**src/rtl/arb_pkg.sv**
```systemverilog
package arb_pkg;
    localparam int NREQ    = 6;
    localparam int CPU_IDX = NREQ - 1;
    localparam int IDX_W   = $clog2(NREQ);
    localparam int IDLE_W  = 4;
    localparam int ROT_W   = 2;

    typedef logic [NREQ-1:0]  req_vec_t;
    typedef logic [IDX_W-1:0] idx_t;

    // configuration that is captured only at arbitration points
    typedef struct packed {
        logic              frame_arb;
        logic [IDLE_W-1:0] idle;
    } held_cfg_t;

    function automatic req_vec_t to_onehot(idx_t i);
        return req_vec_t'(1) << i;
    endfunction

    // lowest index wins; no request yields the processor
    function automatic idx_t pick_fixed(req_vec_t r);
        idx_t p;
        p = idx_t'(CPU_IDX);
        for (int i = NREQ - 1; i >= 0; i--) begin
            if (r[i]) p = idx_t'(i);
        end
        return p;
    endfunction

    // search starts after the previous winner and wraps
    function automatic idx_t pick_rr(req_vec_t r, idx_t last);
        idx_t p;
        logic hit;
        int   j;
        p   = last;
        hit = 1'b0;
        for (int k = 1; k <= NREQ; k++) begin
            j = (int'(last) + k) % NREQ;
            if (!hit && r[j]) begin
                p   = idx_t'(j);
                hit = 1'b1;
            end
        end
        return p;
    endfunction
endpackage

```
**src/rtl/arb_idle_timer.sv**
```systemverilog
module arb_idle_timer #(
    parameter int UNIT  = 32,
    parameter int FLD_W = 4
) (
    input  logic             clk,
    input  logic             rst,
    input  logic             frame_active,
    input  logic             clear,
    input  logic [FLD_W-1:0] fld,
    output logic             tout
);
    localparam int MAXC = UNIT * ((1 << FLD_W) - 1);
    localparam int CW   = $clog2(MAXC + 1);

    logic [CW-1:0] cnt;
    logic [CW-1:0] lim;

    assign lim  = CW'(fld) * CW'(UNIT);
    assign tout = (fld != '0) && !frame_active && (cnt == lim - CW'(1));

    always_ff @(posedge clk) begin
        if (rst || frame_active || clear)
            cnt <= '0;
        else
            cnt <= cnt + CW'(1);
    end
endmodule

```
**src/rtl/arb_rotation.sv**
```systemverilog
module arb_rotation
    import arb_pkg::*;
(
    input  logic             clk,
    input  logic             rst,
    input  logic             point,
    input  idx_t             win_idx,
    input  logic             win_valid,
    input  logic             rot_en,
    input  logic [ROT_W-1:0] rot,
    output logic             rot_due
);
    logic [ROT_W-1:0] rc;

    assign rot_due = rot_en && (rot != '0) && (rc >= rot);

    always_ff @(posedge clk) begin
        if (rst)
            rc <= '0;
        else if (point) begin
            if (win_idx == idx_t'(CPU_IDX))
                rc <= '0;
            else if (win_valid && (rc != '1))
                rc <= rc + ROT_W'(1);
        end
    end
endmodule

```
**src/rtl/arb_select.sv**
```systemverilog
module arb_select
    import arb_pkg::*;
(
    input  req_vec_t cand,
    input  logic     rr_mode,
    input  idx_t     last,
    input  logic     force_cpu,
    output idx_t     winner
);
    always_comb begin
        if (force_cpu)
            winner = idx_t'(CPU_IDX);
        else if (rr_mode)
            winner = pick_rr(cand, last);
        else
            winner = pick_fixed(cand);
    end
endmodule

```
**src/rtl/bus_arbiter_rot.sv**
```systemverilog
module bus_arbiter_rot
    import arb_pkg::*;
#(
    parameter int IDLE_UNIT = 32
) (
    input  logic              clk,
    input  logic              rst,
    input  logic [NREQ-1:0]   req,
    input  logic              frame_active,
    input  logic              cfg_rr,
    input  logic              cfg_frame_arb,
    input  logic [IDLE_W-1:0] cfg_idle,
    input  logic              cfg_rot_en,
    input  logic [ROT_W-1:0]  cfg_rot,
    output logic [NREQ-1:0]   gnt
);
    req_vec_t  gnt_q;
    held_cfg_t cfg_act;
    logic      frame_q;
    idx_t      last_q;

    logic      owner_drop, frame_end, tout, arb_point;
    logic      rot_due, rot_force, cand_any;
    req_vec_t  others, cand;
    idx_t      winner, win_idx;

    assign owner_drop = (gnt_q & req) == '0;
    assign frame_end  = frame_q && !frame_active;
    assign arb_point  = owner_drop || tout || (cfg_act.frame_arb && frame_end);
    assign others     = req & ~gnt_q;
    assign cand       = (tout && (others != '0)) ? others : req;
    assign cand_any   = cand != '0;
    assign rot_force  = rot_due && req[CPU_IDX];
    assign win_idx    = cand_any ? winner : idx_t'(CPU_IDX);

    arb_idle_timer #(.UNIT(IDLE_UNIT), .FLD_W(IDLE_W)) u_timer (
        .clk(clk), .rst(rst), .frame_active(frame_active),
        .clear(arb_point), .fld(cfg_act.idle), .tout(tout)
    );

    arb_rotation u_rot (
        .clk(clk), .rst(rst), .point(arb_point), .win_idx(win_idx),
        .win_valid(cand_any), .rot_en(cfg_rot_en), .rot(cfg_rot),
        .rot_due(rot_due)
    );

    arb_select u_sel (
        .cand(cand), .rr_mode(cfg_rr), .last(last_q),
        .force_cpu(rot_force), .winner(winner)
    );

    always_ff @(posedge clk) begin
        if (rst) begin
            gnt_q   <= to_onehot(idx_t'(CPU_IDX));
            cfg_act <= '0;
            frame_q <= 1'b0;
            last_q  <= idx_t'(CPU_IDX);
        end else begin
            frame_q <= frame_active;
            if (arb_point) begin
                gnt_q             <= to_onehot(win_idx);
                cfg_act.frame_arb <= cfg_frame_arb;
                cfg_act.idle      <= cfg_idle;
                if (cand_any) last_q <= winner;
            end
        end
    end

    assign gnt = gnt_q;
endmodule

```
**config.mk**
```make
export PLATFORM = sky130hd
export DESIGN_NAME = bus_arbiter_rot
export DESIGN_NICKNAME = d
export VERILOG_FILES = /design/src/rtl/arb_pkg.sv /design/src/rtl/arb_idle_timer.sv /design/src/rtl/arb_rotation.sv /design/src/rtl/arb_select.sv /design/src/rtl/bus_arbiter_rot.sv
export SDC_FILE = /design/constraint.sdc
export NUM_CORES = 1
export LEC_CHECK = 0
export ABC_AREA = 1
export BUFFER_PORTS_ARGS = -buffer_cell sky130_fd_sc_hd__buf_2
export CELL_PAD_IN_SITES_DETAIL_PLACEMENT = 1
export CELL_PAD_IN_SITES_GLOBAL_PLACEMENT = 1
export CORE_MARGIN = 2
export CORE_UTILIZATION = 38
export CTS_BUF_LIST = sky130_fd_sc_hd__clkbuf_8 sky130_fd_sc_hd__clkbuf_16
export DETAILED_ROUTE_END_ITERATION = 7
export PLACE_DENSITY_LB_ADDON = 0.1
export SLEW_MARGIN = 25
export SYNTH_ARGS = -nofsm -noshare
export SYNTH_HDL_FRONTEND = slang
export SYNTH_HIERARCHICAL = 1
export SYNTH_SLANG_ARGS = --single-unit
```
**constraint.sdc**
```tcl
create_clock -name clk -period 3.5 [get_ports clk]
set_input_delay 0.7 -clock clk [delete_from_list [all_inputs] [get_ports clk]]
set_output_delay 0.7 -clock clk [all_outputs]
set_load 0.02 [all_outputs]
```
## Word-level counts from Yosys, hierarchy flattened

Cells that the tools add are included.

| word-level totals | value |
|---|---|
| register bits | 26 |
| latch bits | 0 |
| bits in writable memories | 0 |
| ROM bits | 0 |
| input bits | 18 |
| logic and storage cells | 118 |
| memories kept | 0 |

| operators by class | value |
|---|---|
| $add $sub $neg | 9 |
| $mul | 0 |
| div/mod/pow operators | 6 |
| order comparisons | 7 |
| equality and inequality tests | 3 |
| shifts and indexed selects | 1 |
| mux-type cells | 50 |
| bitwise operators | 3 |
| reduce and logical (&&, ||, !) cells | 32 |

Operator list:

| cell | count |
|---|---|
| $lt A32 B5 Y1 const B | 6 |
| $mod A32 B4 Y32 const B | 6 |
| $mux W3 | 13 |
| $mux W1 | 28 |
| $bmux W1 S3 | 6 |
| $logic_and A1 B1 Y1 | 14 |
| $add A3 B3 Y4 const B | 3 |
| $and A6 B6 Y6 | 2 |
| $reduce_bool A6 Y1 | 2 |
| $add A9 B1 Y9 const B | 1 |
| $eq A9 B9 Y1 | 1 |
| $sub A9 B1 Y9 const B | 1 |
| $add A3 B2 Y4 const B | 2 |
| $logic_not A1 Y1 | 6 |
| $logic_not A6 Y1 | 1 |
| $mux W6 | 1 |
| $not A6 Y6 | 1 |
| $shl A1 B3 Y6 const A | 1 |
| $add A3 B1 Y4 const B | 1 |
| $logic_or A1 B1 Y1 | 4 |
| $mux W2 | 2 |
| $reduce_and A2 Y1 | 2 |
| $reduce_bool A2 Y1 | 2 |
| $reduce_bool A4 Y1 | 1 |
| 4 further kinds | 4 |

## Logic depth before layout (Yosys ltp)

Gate-level depths: netlist of run 1.

| depth | value |
|---|---|
| depth in word-level cells | 40 |
| gate-level depth with buffers | 37 |
| mapped depth without buffers | 37 |

## By module

Netlist of run 1, hierarchy kept.

Modules (own cells, without submodules):

| module | times used | cells an instance | area each (um^2) |
|---|---|---|---|
| arb_select | 1 | 226 | 1231.2 |
| bus_arbiter_rot | 1 | 126 | 794.5 |
| arb_idle_timer | 1 | 85 | 535.5 |
| arb_rotation | 1 | 31 | 197.7 |

## Least setup slack after synthesis of run 1

Ideal clock, no wire load.

| timing path | value |
|---|---|
| path type | reg-to-reg |
| start point | register last_q[1] |
| end point | register u_rot.rc[1] |
| data arrival time | 3287 ps |
| required time | 3387 ps |
| slack | 100 ps |
| stages on the path, launching flop included | 31 |
| path buffers | 0 |
| clock period less this slack | 3400 ps |
| path through | dfxtp_1 -> inv_1 -> ha_1 -> a21oi_2 -> inv_2 -> ha_1 -> nor2_1 -> nand3_1 -> nand2_1 -> nand2_1 -> nand2_1 -> nand2_2 -> inv_1 -> nand3_2 -> nand2_4 -> nand3_2 -> nand2_1 -> inv_1 -> nand2_1 -> nand2_1 -> nand2_1 -> nand2_1 -> nand2_1 -> nand2_1 -> nand2_1 -> inv_1 -> nand2_4 -> nand3_2 -> and2_2 -> nor2_1 -> nor2_1 |

| on the way | value |
|---|---|
| longest elaborated chain between the ends | 37 |

RTL lines:

| element | RTL line | text |
|---|---|---|
| from (decl) | bus_arbiter_rot.sv:20 | `idx_t last_q;` |
| from (signal assigned) | bus_arbiter_rot.sv:57 | `last_q <= idx_t'(CPU_IDX);` |
| from (signal assigned) | bus_arbiter_rot.sv:64 | `if (cand_any) last_q <= winner;` |
| $add A3 B1 Y4 | arb_pkg.sv:39 | `j = (int'(last) + k) % NREQ;` |
| $mod A32 B4 Y32 | arb_pkg.sv:39 |  |
| $bmux W1 S3 | arb_pkg.sv:40 | `if (!hit && r[j]) begin` |
| $mux W1 (implied by the code) (2 in a row) | arb_pkg.sv:40 |  |
| $mux W1 | arb_pkg.sv:40 |  |
| $mux W1 | arb_select.sv:13 | `else if (rr_mode)` |
| $mux W1 | arb_select.sv:11 | `if (force_cpu)` |
| $logic_not A1 Y1 | arb_pkg.sv:40 |  |
| [22 not listed] | -- |  |
| $mux W3 * | arb_select.sv:13 |  |
| $mux W3 * | arb_select.sv:11 |  |
| named net winner[2] | bus_arbiter_rot.sv:25 | `idx_t winner, win_idx;` |
| $mux W3 * | bus_arbiter_rot.sv:34 | `assign win_idx = cand_any ? winner : idx_t'(CPU_IDX);` |
| named net win_idx[2] | bus_arbiter_rot.sv:25 |  |
| $eq A3 B3 Y1 * | arb_rotation.sv:21 | `if (win_idx == idx_t'(CPU_IDX))` |
| $reduce_bool A2 Y1 (no source line) | -- |  |
| $reduce_and A2 Y1 (no source line) | -- |  |
| to (signal assigned) | arb_rotation.sv:24 | `rc <= rc + ROT_W'(1);` |
| to (decl) | arb_rotation.sv:13 | `logic [ROT_W-1:0] rc;` |

The timed path passes the listed nets; every way through them passes the cells marked *. The select of a mux whose other input is x is not followed.
A chain may end at the register's enable or synchronous reset.

## Worst setup path in the final report of run 1

Same ends and word-level chain as after synthesis.

==> results of run 1 <==
## flip-flops by register name, indices dropped and copies added (netlist names)
signal	flops
frame_q	1
last_q	3
u_timer/cnt	9
cfg_act	5
u_rot/rc	2
gnt	6
## cell type report
class / instances / share of cell area (%)
Sequential cell: 26 / 14.42
Clock buffer: 3 / 1.114
Timing Repair Buffer: 73 / 13.44
Inverter: 82 / 8.305
Tap cell: 99 / 3.342
Multi-Input combinational cell: 355 / 58.58
Clock inverter: 1 / 0.8103
## how the worst max path moves through the flow
stage / startpoint / to
finish: last_q[1] / u_rot/rc[1]
floorplan: last_q[1] / u_rot/rc[1]
detailed placement: frame_active / u_rot/rc[1]
global placement: frame_active / u_rot/rc[1]
CTS: cfg_act[1] / u_rot/rc[1]
global route: cfg_act[0] / u_rot/rc[1]
## cell families after synthesis
family | count (synthesis) | synth area share, %
AOI/OAI and AO/OA | 48 | 10.34
xor gates and xnor gates | 2 | 0.6350
adders and majority gates | 19 | 8.617
buffers and inverters | 87 | 12.11
DFF | 26 | 18.87
and+or+nand+nor | 286 | 49.43
## per-stage QoR
step	hold slack, ps	std cells
6_report	480.5	639
5_1_grt	500.6	639
4_1_cts	467.9	627
3_5_place_dp	442.0	621
3_3_place_gp	429.9	621
2_1_floorplan	417.9	468
## metal layers
metal / routed length (µm) / up-vias / GRT usage, % / share of wire [%]
met5: 0 / - / 0 / 0
met4: 124 / 0 / 3.799 / 1.5
met3: 179 / 11 / 2.124 / 2.1
met2: 4409 / 32 / 39.26 / 52
met1: 3806 / 1422 / 25.36 / 45
li1: - / 1599 / - / -
## layout by cell type, fill, tap and decap left out, types with 4 or more instances in the layout
| master | synthesis | layout |
|---|---|---|
| buf_2 | 3 | 23 |
| inv_1 | 74 | 58 |
| ha_1 | 19 | 12 |
| o21ai_2 | 1 | 6 |
| nand2_1 | 153 | 128 |
| nor2_1 | 44 | 40 |
| dfxtp_1 | 26 | 19 |
| inv_2 | 7 | 24 |
| nand3_2 | 10 | 8 |
| nand2_2 | 18 | 33 |
| nand3_4 | 1 | 4 |
| nand2_4 | 5 | 15 |
| nand3_1 | 33 | 32 |
| nor2_2 | 6 | 10 |
| o21ai_1 | 7 | 6 |
| a21oi_1 | 17 | 16 |
| o21ai_0 | 14 | 8 |
| ha_4 | 0 | 4 |
| buf_4 | 1 | 48 |
| dfxtp_2 | 0 | 5 |
## worst register-to-register path, delay by kind of cell (launching register included)
| kind | cells | cell delay [ps] |
|---|---|---|
| flip-flops | 1 | 380 |
| AND/OR/NAND/NOR | 16 | 1520 |
| AO/OA/AOI/OAI | 3 | 450 |
| buffers and inverters | 7 | 660 |
| adder cells (fa/ha/maj) | 2 | 410 |
## repair_timing
action | CTS | global route
pin swaps | 12 | 40
buffers inserted | 2 | 14
setup endpoints to repair | 7 | 10
resized for setup | 13 | 86
==> reports/qor.csv, run 1 <==
metric,value,unit
Synth-to-Final Area Change,34.33,%
GRT Total Usage,20.73,%
Synth Area per Inst,5.895,µm²
Reg2Reg Depth,28,
"EDFF count, synth",0,
initial antenna violation count,0,
die area,0.007958,mm²
RSZ-0062 raised after global routing,yes,
"Largest delay share family, worst path",simple AND/OR/NAND/NOR gates,
vias in the first global route,2932,
Clock Tree Root,clkbuf_8,
ys flop type,dfxtp_1,
Worst Hold Path Cells,2,
Final period util,99.69,%
Final setup viols,0,
"slowest stage delay, CP",380,ps
"Arr. time, crit path",3670,ps
total gr overflow,0,
synthesis warning total,6,
Setup CP Type,reg2reg,
Worst Path Buf+Inv,7,
Worst Setup End Kind,flop,
reg-to-reg endpoint,u_rot/rc[1],
area of the multi-input gates,0.002171,mm²
largest area contributor in the netlist,nand2_1,
status,"complete, no violations",
largest net degree at the start of global routing,16,
flop-to-flop setup slack,10,ps
Die Ht,89.21,µm
most frequent cell on the critical path,nand2_1,
Critical Path Start Type,flop,
cell area after layout,0.003706,mm²
Post-route DRC,0,
CP Data Required Time,3680,ps
Site Rows,31,
slowest CP cell,dfxtp_4,
I/O pin count,24,
fin util,51.93,%
clk sinks,26,
ys async rst share,0,%
CTS tree,yes,
Final Worst Setup Slack,10.98,ps
Diodes inserted,0,
vias,3064,
clock slew at reported path FFs,110,ps
HP Class,reg2reg,
DR vias/cell,4.795,
synthesized instance count,468,
# nets final,578,
max cap viols,0,
Final Hold Fails,0,
cell depth of the worst setup path,28,
"Cell Area, Synth",0.002759,mm²
Slew @ Worst Pin,519.2,ps
DP Worst Slack,-212.5,ps
Hold EP,cfg_act[4],
"top cells by count, synth","nand2_1, inv_1, nor2_1",
Reg area,534.3,µm²
dpl cell area,0.003242,mm²
drt total wl,8519,µm
Pre-antenna DRT Iters,4,
worst-path fanout max,6,
WL/cell,13.33,µm
fmax,0.2866,GHz
Post-CTS Hold Buffers,0,
most common cell in the netlist,nand2_1,
Pins Over Slew Limit,0,
Setup TNS,0,ps
post-synthesis cell type count,36,
setup skew after layout,6.226,ps
first-pass GRT wire length,13080,µm
Starting Density,38.66,%
Max Root-Sink Buffers,2,
fillers,1012,
remaining antenna violation count,0,
Slew Limit Headroom,65.29,%
latest clock arrival within the worst-skew pair,280,ps
Synth top area share,20.82,%
sequential share of the synthesized area,18.87,%
largest cells by area after synthesis,"nand2_1, dfxtp_1, inv_1",
hold path start,cfg_act[4],
# H-tree levels,1,
Synth Register Bits,26,
Num CTS Buffers,3,
initial DRC count,64,
hpwl dp,6436,µm
IO Port Bufs,23,
Final GP Congestion,0.7877,
RR Startpoint,last_q[1],
Chip Width,89.21,µm
core area,0.007137,mm²
minimum clock period,3489,ps
Mapped Nets,505,
ratio of cells with drive above 1 in the final layout,37.59,%
Power of run 1 is not shown: default switching activity piles up to over one toggle a cycle in this logic, so the estimate is an artifact.
==> run 2, diff against run 1 <==
--- a/config.mk
+++ b/config.mk
@@ -5,14 +5,16 @@
 export SDC_FILE = /design/constraint.sdc
 export NUM_CORES = 1
 export LEC_CHECK = 0
-export ABC_AREA = 1
+export ABC_AREA = 0
 export BUFFER_PORTS_ARGS = -buffer_cell sky130_fd_sc_hd__buf_2
 export CELL_PAD_IN_SITES_DETAIL_PLACEMENT = 1
 export CELL_PAD_IN_SITES_GLOBAL_PLACEMENT = 1
 export CORE_MARGIN = 2
-export CORE_UTILIZATION = 38
+export CORE_UTILIZATION = 41
 export CTS_BUF_LIST = sky130_fd_sc_hd__clkbuf_8 sky130_fd_sc_hd__clkbuf_16
+export CTS_CLUSTER_SIZE = 10
 export DETAILED_ROUTE_END_ITERATION = 7
+export MAX_ROUTING_LAYER = met4
 export PLACE_DENSITY_LB_ADDON = 0.1
 export SLEW_MARGIN = 25
 export SYNTH_ARGS = -nofsm -noshare
==> run 2 against run 1 <==
  * The flow now finishes with violations (setup timing)
  * Critical path depth down 7
  * Flip-flop and latch count stayed put
  * Fmax down 24%
  * First-iteration DRC count grew 120%
  * Wire length rose by 31%
  * Clock skew up 9.6 ps
  * Largest cell class unchanged
  * Highest routed layer unchanged
==> reports/qor.csv, run 2 <==
metric,value,unit,change
Diodes inserted,0,,unchanged
Slew Limit Headroom,54.41,%,was 65.29%
# nets final,513,,was 578
synthesized instance count,348,,was 468
maximum vdd drop,0.0006801,V,
largest family of logic cells by synthesized area,compound AO/OA/AOI/OAI gates,,was simple AND/OR/NAND/NOR gates
ys async rst share,0,%,unchanged
remaining antenna violation count,0,,unchanged
Worst Setup End Kind,flop,,unchanged
"slowest stage delay, CP",490,ps,was 380 ps
worst-path fanout max,7,,was 6
Synth Area in Compound Gates,30.04,%,was 10.34%
fmax,0.2173,GHz,was 0.2866 GHz
"commonest non-fill, non-tap cell in the layout",buf_4,,was nand2_1
post-synthesis cell type count,75,,was 36
Final period util,131.5,%,was 99.69%
Chip Width,85.70,µm,was 89.21 µm
Final GP Congestion,0.9030,,was 0.7877
Final setup viols,11,,was 0
"top cells by count, synth","dfxtp_1, a21oi_1, nand2_1",,"was nand2_1, inv_1, nor2_1"
Top reg by flops,u_timer/cnt,,unchanged
Placed Instances,536,,was 621
Mapped Nets,385,,was 505
latest clock arrival within the worst-skew pair,290,ps,was 280 ps
Num CTS Buffers,3,,unchanged
Slew @ Worst Pin,683.9,ps,was 519.2 ps
Reg2Reg Depth,21,,was 28
GRT Total Usage,31.08,%,was 20.73%
core area,0.006386,mm²,was 0.007137 mm²
cell depth of the worst setup path,21,,was 28
met3 routed wirelength,638,µm,was 179 µm
Pre-antenna DRT Iters,5,,was 4
mux contribution to synthesized area,3.109,%,was 0%
RSZ-0062 raised after global routing,yes,,unchanged
Synth top area share,19.02,%,was 20.82%
Worst Hold Path Cells,2,,unchanged
leakage,1.775,nW,
Synth Area in XOR/XNOR,3.795,%,was 0.6349%
largest net degree at the start of global routing,17,,was 16
most frequent cells in the layout,"buf_4, dfxtp_1, nand2_1, buf_2, a21oi_1",,"was nand2_1, inv_1, buf_4"
Setup CP Type,reg2reg,,unchanged
# H-tree levels,1,,unchanged
metal2 WL,5536,µm,was 4409 µm
HP Class,reg2reg,,unchanged
Pins Over Slew Limit,0,,unchanged
hpwl dp,7620,µm,was 6436 µm
most frequent cell on the critical path,buf_4,,was nand2_1
drt total wl,11150,µm,was 8519 µm
initial antenna violation count,0,,unchanged
crit-path cells,"inv_2, ha_4, xnor2_1, or4_4, nor4_4, a21boi_1, a31o_2, mux2i_4, buf_4, buf_4, a21boi_2, or4_4, buf_4, a211oi_1, o21ai_1, o21ai_1, a311oi_2, and2_1, nand3b_1, nand3_1, a21oi_2",,
vias,3427,,"was 3,064"
Starting Density,42.85,%,was 38.66%
Simple-Gate Fraction of Synth Area,29.40,%,was 49.43%
largest cells by area after synthesis,"dfxtp_1, ha_1, a21oi_1",,"was nand2_1, dfxtp_1, inv_1"
largest area contributor in the netlist,dfxtp_1,,was nand2_1
Synth Area per Inst,7.863,µm²,was 5.895 µm²
Max Root-Sink Buffers,2,,unchanged
"Cell Area, Synth",0.002736,mm²,was 0.002759 mm²
vias in the first global route,3644,,"was 2,932"
ratio of cells with drive above 1 in the final layout,43.58,%,was 37.59%
sequential share of the synthesized area,19.02,%,was 18.87%
Post-CTS Hold Buffers,0,,unchanged
status,finished with violations,,"was complete, no violations"
failing checks,setup timing,,
Clock Tree Root,clkbuf_8,,unchanged
DR vias/cell,6.208,,was 4.795
initial DRC count,141,,was 64
first-pass GRT wire length,17710,µm,"was 13,080 µm"
M1 WL,4509,µm,was 3806 µm
I/O pin count,24,,unchanged
WHS,542.1,ps,was 480.5 ps
Largest register FFs,9,,unchanged
IO Port Bufs,23,,unchanged
Synth-to-Final Area Change,47.05,%,was 34.33%
Post-route DRC,0,,unchanged
WL/cell,20.21,µm,was 13.33 µm
highest metal used,met4,,unchanged
slowest CP cell,or4_4,,was dfxtp_4
Final Worst Setup Slack,-1103,ps,was 10.98 ps
Power Density,1068,mW/mm²,
Site Rows,29,,was 31
clk sinks,26,,unchanged
Critical Path Start Type,flop,,unchanged
"Arr. time, crit path",4830,ps,was 3670 ps
Worst Path Buf+Inv,4,,was 7
Setup TNS,-10650,ps,was 0 ps
setup skew after layout,15.86,ps,was 6.226 ps
post-route insts no fill,552,,was 639
ys flop type,dfxtp_1,,unchanged
CP Data Required Time,3730,ps,was 3680 ps
"Largest delay share family, worst path",simple AND/OR/NAND/NOR gates,,unchanged
CTS tree,yes,,unchanged
minimum clock period,4603,ps,was 3489 ps
max cap viols,0,,unchanged
die area,0.007344,mm²,was 0.007958 mm²
synthesis warning total,6,,unchanged
"EDFF count, synth",0,,unchanged
Die Ht,85.70,µm,was 89.21 µm
Synth Register Bits,26,,unchanged
"share of synthesized cell area in full adder, half adder and majority cells",8.688,%,was 8.617%
Final Hold Fails,0,,unchanged
fin util,63.01,%,was 51.93%
total gr overflow,0,,unchanged
most common cell in the netlist,dfxtp_1,,was nand2_1
clock slew at reported path FFs,110,ps,about the same
run 2: changes by cell type in the layout (fill, tap and decap cells not counted), moves of 10 or more:
cell     previous run  this run
nand2_1           128        23
nand3_1            32        13
nor3_1              1        11
inv_1              58        19
buf_4              48       110
nand2_4            15         0
inv_2              24         4
nand2_2            33         2
nor2_1             40        17
run 2: through the flow:
stage	instance area [µm²]	power (W)	setup WS, ps
floorplan	2836	0.002232	-571.6
global placement	3721	0.003199	-886.1
detailed placement	3721	0.003328	-1089
CTS	3970	0.003977	-746.4
global route	4024	0.004546	-1246
finish	4024	0.004297	-1103
run 2: kinds of logic (layout without fill, tap and decap cells):
family / after synthesis / in the layout
fa+ha+maj: 19 / 19
buf+inv: 35 / 162
simple gates: 138 / 138
flops: 26 / 26
mux: 7 / 7
compound gates: 112 / 112
xor+xnor: 11 / 11
run 2: cell type report:
cell class	instances	area, µm²
timing repair buffer	134	952.2
multi-input combinational	287	2288
tap	77	96.34
sequential	26	523.0
clock buffer	3	41.29
clock inverter	1	30.03
inverter	24	92.59
fill	786	2362
run 2: report_power, final:
part / internal [W] / total, W / leakage, nW / switching (W)
Clock: 0.000153 / 0.000258 / 0.0357 / 0.000105
Sequential: 0.000371 / 0.000431 / 0.214 / 0.0000599
Combinational: 0.00166 / 0.00361 / 1.53 / 0.00195
run 2: final timing paths:
check	startpoint	endpoint	slack [ps]
max	cfg_act[1]	u_rot/rc[1]	-1100
min	u_rot/rc[0]	u_rot/rc[0]	540
max reg2reg	cfg_act[1]	u_rot/rc[1]	-1100
min reg2reg	u_rot/rc[0]	u_rot/rc[0]	540
run 2: timing repair:
| item | in CTS | in global routing |
|---|---|---|
| pin swaps | 13 | 11 |
| buffers inserted | 8 | 4 |
| setup endpoints to repair | 11 | 11 |
| gates resized for setup | 29 | 6 |
run 2: worst min-delay path, stage by stage, from the launching register on:
cell	delay [ps]
dfxtp_1	350
nand3_1	100
a21oi_2	60
run 2: routing by layer:
layer / vias to the layer above / GRT usage (%)
li1: 1559 / -
met1: 1656 / 34.94
met2: 155 / 55.47
met3: 57 / 4.620
met4: 0 / 11.69
met5: - / -
(Power assumes the default switching activity.)
==> run 3, diff against run 2 <==
--- a/config.mk
+++ b/config.mk
@@ -6,14 +6,14 @@
 export NUM_CORES = 1
 export LEC_CHECK = 0
 export ABC_AREA = 0
-export BUFFER_PORTS_ARGS = -buffer_cell sky130_fd_sc_hd__buf_2
 export CELL_PAD_IN_SITES_DETAIL_PLACEMENT = 1
 export CELL_PAD_IN_SITES_GLOBAL_PLACEMENT = 1
 export CORE_MARGIN = 2
-export CORE_UTILIZATION = 41
+export CORE_UTILIZATION = 44
 export CTS_BUF_LIST = sky130_fd_sc_hd__clkbuf_8 sky130_fd_sc_hd__clkbuf_16
 export CTS_CLUSTER_SIZE = 10
 export DETAILED_ROUTE_END_ITERATION = 7
+export DONT_BUFFER_PORTS = 1
 export MAX_ROUTING_LAYER = met4
 export PLACE_DENSITY_LB_ADDON = 0.1
 export SLEW_MARGIN = 25
==> run 3 against run 2 <==
  * The flow still finishes with violations (setup timing)
  * First-iteration DRC count increased by 77%
  * Total power decreased by 1.6%
  * Cell area decreased by 4.1%
  * Non-clock buffer count decreased by 33
  * Critical endpoint unchanged
  * Largest cell class unchanged
==> reports/qor.csv, run 3 (same netlist as run 2, synthesis figures left out) <==
metric,value,unit,change
status,finished with violations,,unchanged
failing checks,setup timing,,unchanged
DR vias/cell,6.304,,was 6.208
GRT Total Usage,31.89,%,was 31.08%
GR peak layer,met2,,unchanged
I/O pin count,24,,unchanged
RR Startpoint,cfg_act[0],,was cfg_act[1]
latest clock arrival within the worst-skew pair,300,ps,was 290 ps
vias,3259,,"was 3,427"
Clock Tree Root,clkbuf_8,,unchanged
Power Density,1096,mW/mm²,was 1068 mW/mm²
DP Worst Slack,-1048,ps,was -1089 ps
Num CTS Buffers,3,,unchanged
fmax,0.2238,GHz,was 0.2173 GHz
Setup CP Type,reg2reg,,unchanged
met3 usage,3.777,%,was 4.620%
Largest register FFs,9,,unchanged
Starting Density,45.95,%,was 42.85%
die area,0.006866,mm²,was 0.007344 mm²
WL/cell,21.26,µm,was 20.21 µm
WHS,445.0,ps,was 542.1 ps
Top reg by flops,u_timer/cnt,,unchanged
Synth-to-Final Area Change,40.97,%,was 47.05%
Slew Limit Headroom,52.49,%,was 54.41%
Final Worst Setup Slack,-969.3,ps,was -1103 ps
RSZ-0062 raised after global routing,yes,,unchanged
Hold EP,cfg_act[0],,was u_rot/rc[0]
initial DRC count,249,,was 141
# nets final,480,,was 513
clk sinks,26,,unchanged
maximum vdd drop,0.0006078,V,was 0.0006801 V
worst-path fanout max,7,,unchanged
first-pass GRT wire length,17360,µm,"was 17,710 µm"
Reg2Reg Depth,19,,was 21
Post-route DRC,0,,unchanged
Final setup viols,11,,unchanged
met2 GRT Util,56.82,%,was 55.47%
"Arr. time, crit path",4710,ps,was 4830 ps
flop-to-flop setup slack,-970,ps,was -1100 ps
IO Port Bufs,0,,was 23
Final GP Congestion,0.8916,,was 0.9030
"commonest non-fill, non-tap cell in the layout",buf_4,,unchanged
ratio of cells with drive above 1 in the final layout,39.37,%,was 43.58%
Pwr Total,0.004229,W,was 0.004297 W
leakage,1.651,nW,was 1.775 nW
hold path start,rst,,was u_rot/rc[0]
Pre-antenna DRT Iters,4,,was 5
hpwl dp,7634,µm,was 7620 µm
# H-tree levels,1,,unchanged
CTS tree,yes,,unchanged
Setup TNS,-9582,ps,"was -10,650 ps"
Max Root-Sink Buffers,2,,unchanged
Final Hold Fails,0,,unchanged
Post-CTS Hold Buffers,0,,unchanged
Slew @ Worst Pin,712.7,ps,was 683.9 ps
HP Class,in2reg,,was reg2reg
setup skew after layout,14.16,ps,was 15.86 ps
CP Data Required Time,3740,ps,was 3730 ps
remaining antenna violation count,0,,unchanged
Diodes inserted,0,,unchanged
most frequent cells in the layout,"buf_4, dfxtp_1, nand2_1",,"was buf_4, dfxtp_1, nand2_1, buf_2, a21oi_1"
Final period util,127.7,%,was 131.5%
largest net degree at the start of global routing,18,,was 17
Worst Hold Path Cells,1,,was 2
clock slew at reported path FFs,100,ps,was 110 ps
Worst Setup End Kind,flop,,unchanged
Critical Path Start Type,flop,,unchanged
reg-to-reg endpoint,u_rot/rc[1],,unchanged
minimum clock period,4469,ps,was 4603 ps
Pins Over Slew Limit,0,,unchanged
Site Rows,28,,was 29
total gr overflow,0,,unchanged
vias in the first global route,3523,,"was 3,644"
drt total wl,10990,µm,"was 11,150 µm"
Chip Width,82.86,µm,was 85.70 µm
Die Ht,82.86,µm,was 85.70 µm
max cap viols,0,,unchanged
met1 usage,36.76,%,was 34.94%
initial antenna violation count,0,,unchanged
fin util,64.77,%,was 63.01%
core area,0.005956,mm²,was 0.006386 mm²
## run 3: cell count changes in the layout (fill, tap and decap cells not counted), sizes merged
| cell | delta |
|---|---|
| buf | -33 |
## run 3: report_power, final
part / switching [W] / leakage, nW / internal, W / total (W)
clock network: 0.000108 / 0.0357 / 0.000154 / 0.000262
registers: 0.0000627 / 0.214 / 0.000371 / 0.000434
logic: 0.00190 / 1.40 / 0.00164 / 0.00353
total: 0.00207 / 1.65 / 0.00216 / 0.00423
## run 3: through the flow
step / area (µm²) / cells
after floorplan: 2836 / 348
final: 3857 / 517
after detailed placement: 3566 / 506
after global placement: 3566 / 506
after CTS: 3772 / 516
after global routing: 3857 / 517
## run 3: worst max-delay path by stage
stage                          start     endpoint  slack, ps  cells past startpoint
after floorplan           cfg_act[0]  u_rot/rc[0]       -570                     19
after global placement    cfg_act[1]  u_rot/rc[0]       -790                     18
after detailed placement  cfg_act[1]  u_rot/rc[0]      -1050                     18
after CTS                 cfg_act[0]  u_rot/rc[0]       -850                     18
after global routing      cfg_act[0]  u_rot/rc[0]      -1140                     21
final                     cfg_act[0]  u_rot/rc[1]       -970                     19
## run 3: cell type report
| class | count | area, µm² |
|---|---|---|
| multi-input combinational | 287 | 2318 |
| tap | 75 | 93.84 |
| fill | 711 | 2098 |
| clock buffer | 3 | 41.29 |
| sequential | 26 | 523.0 |
| clock inverter | 1 | 30.03 |
| inverter | 24 | 92.59 |
| timing repair buffer | 101 | 758.2 |
## run 3: what timing repair did
item                       4_1_cts  5_1_grt
setup buffers                    6        1
resized for setup               20       15
pin swaps                       18       13
setup endpoints to repair       11       11
## run 3: metal layers
layer	wire length, µm	vias to the layer above	part of all wire, %
li1	-	1495	-
met3	503	39	4.6
met5	0	-	0
met2	5630	117	51
met4	388	0	3.5
met1	4472	1608	41
## run 3: worst max-delay path, cell delays in order, from the launching register on
cell       delay (ps)
dfxtp_2           350
inv_2              50
ha_4              230
xnor2_1           120
or4_4             490
nor4_4            490
a21boi_1          150
a31o_2            290
mux4_2            520
nand3_4           130
o221ai_4          120
or3_1             330
a21oi_1           160
a2bb2oi_1         240
o21ai_2            90
inv_1             130
nand2_1           110
nand4b_1          170
nand3_2           100
a21oi_2           140
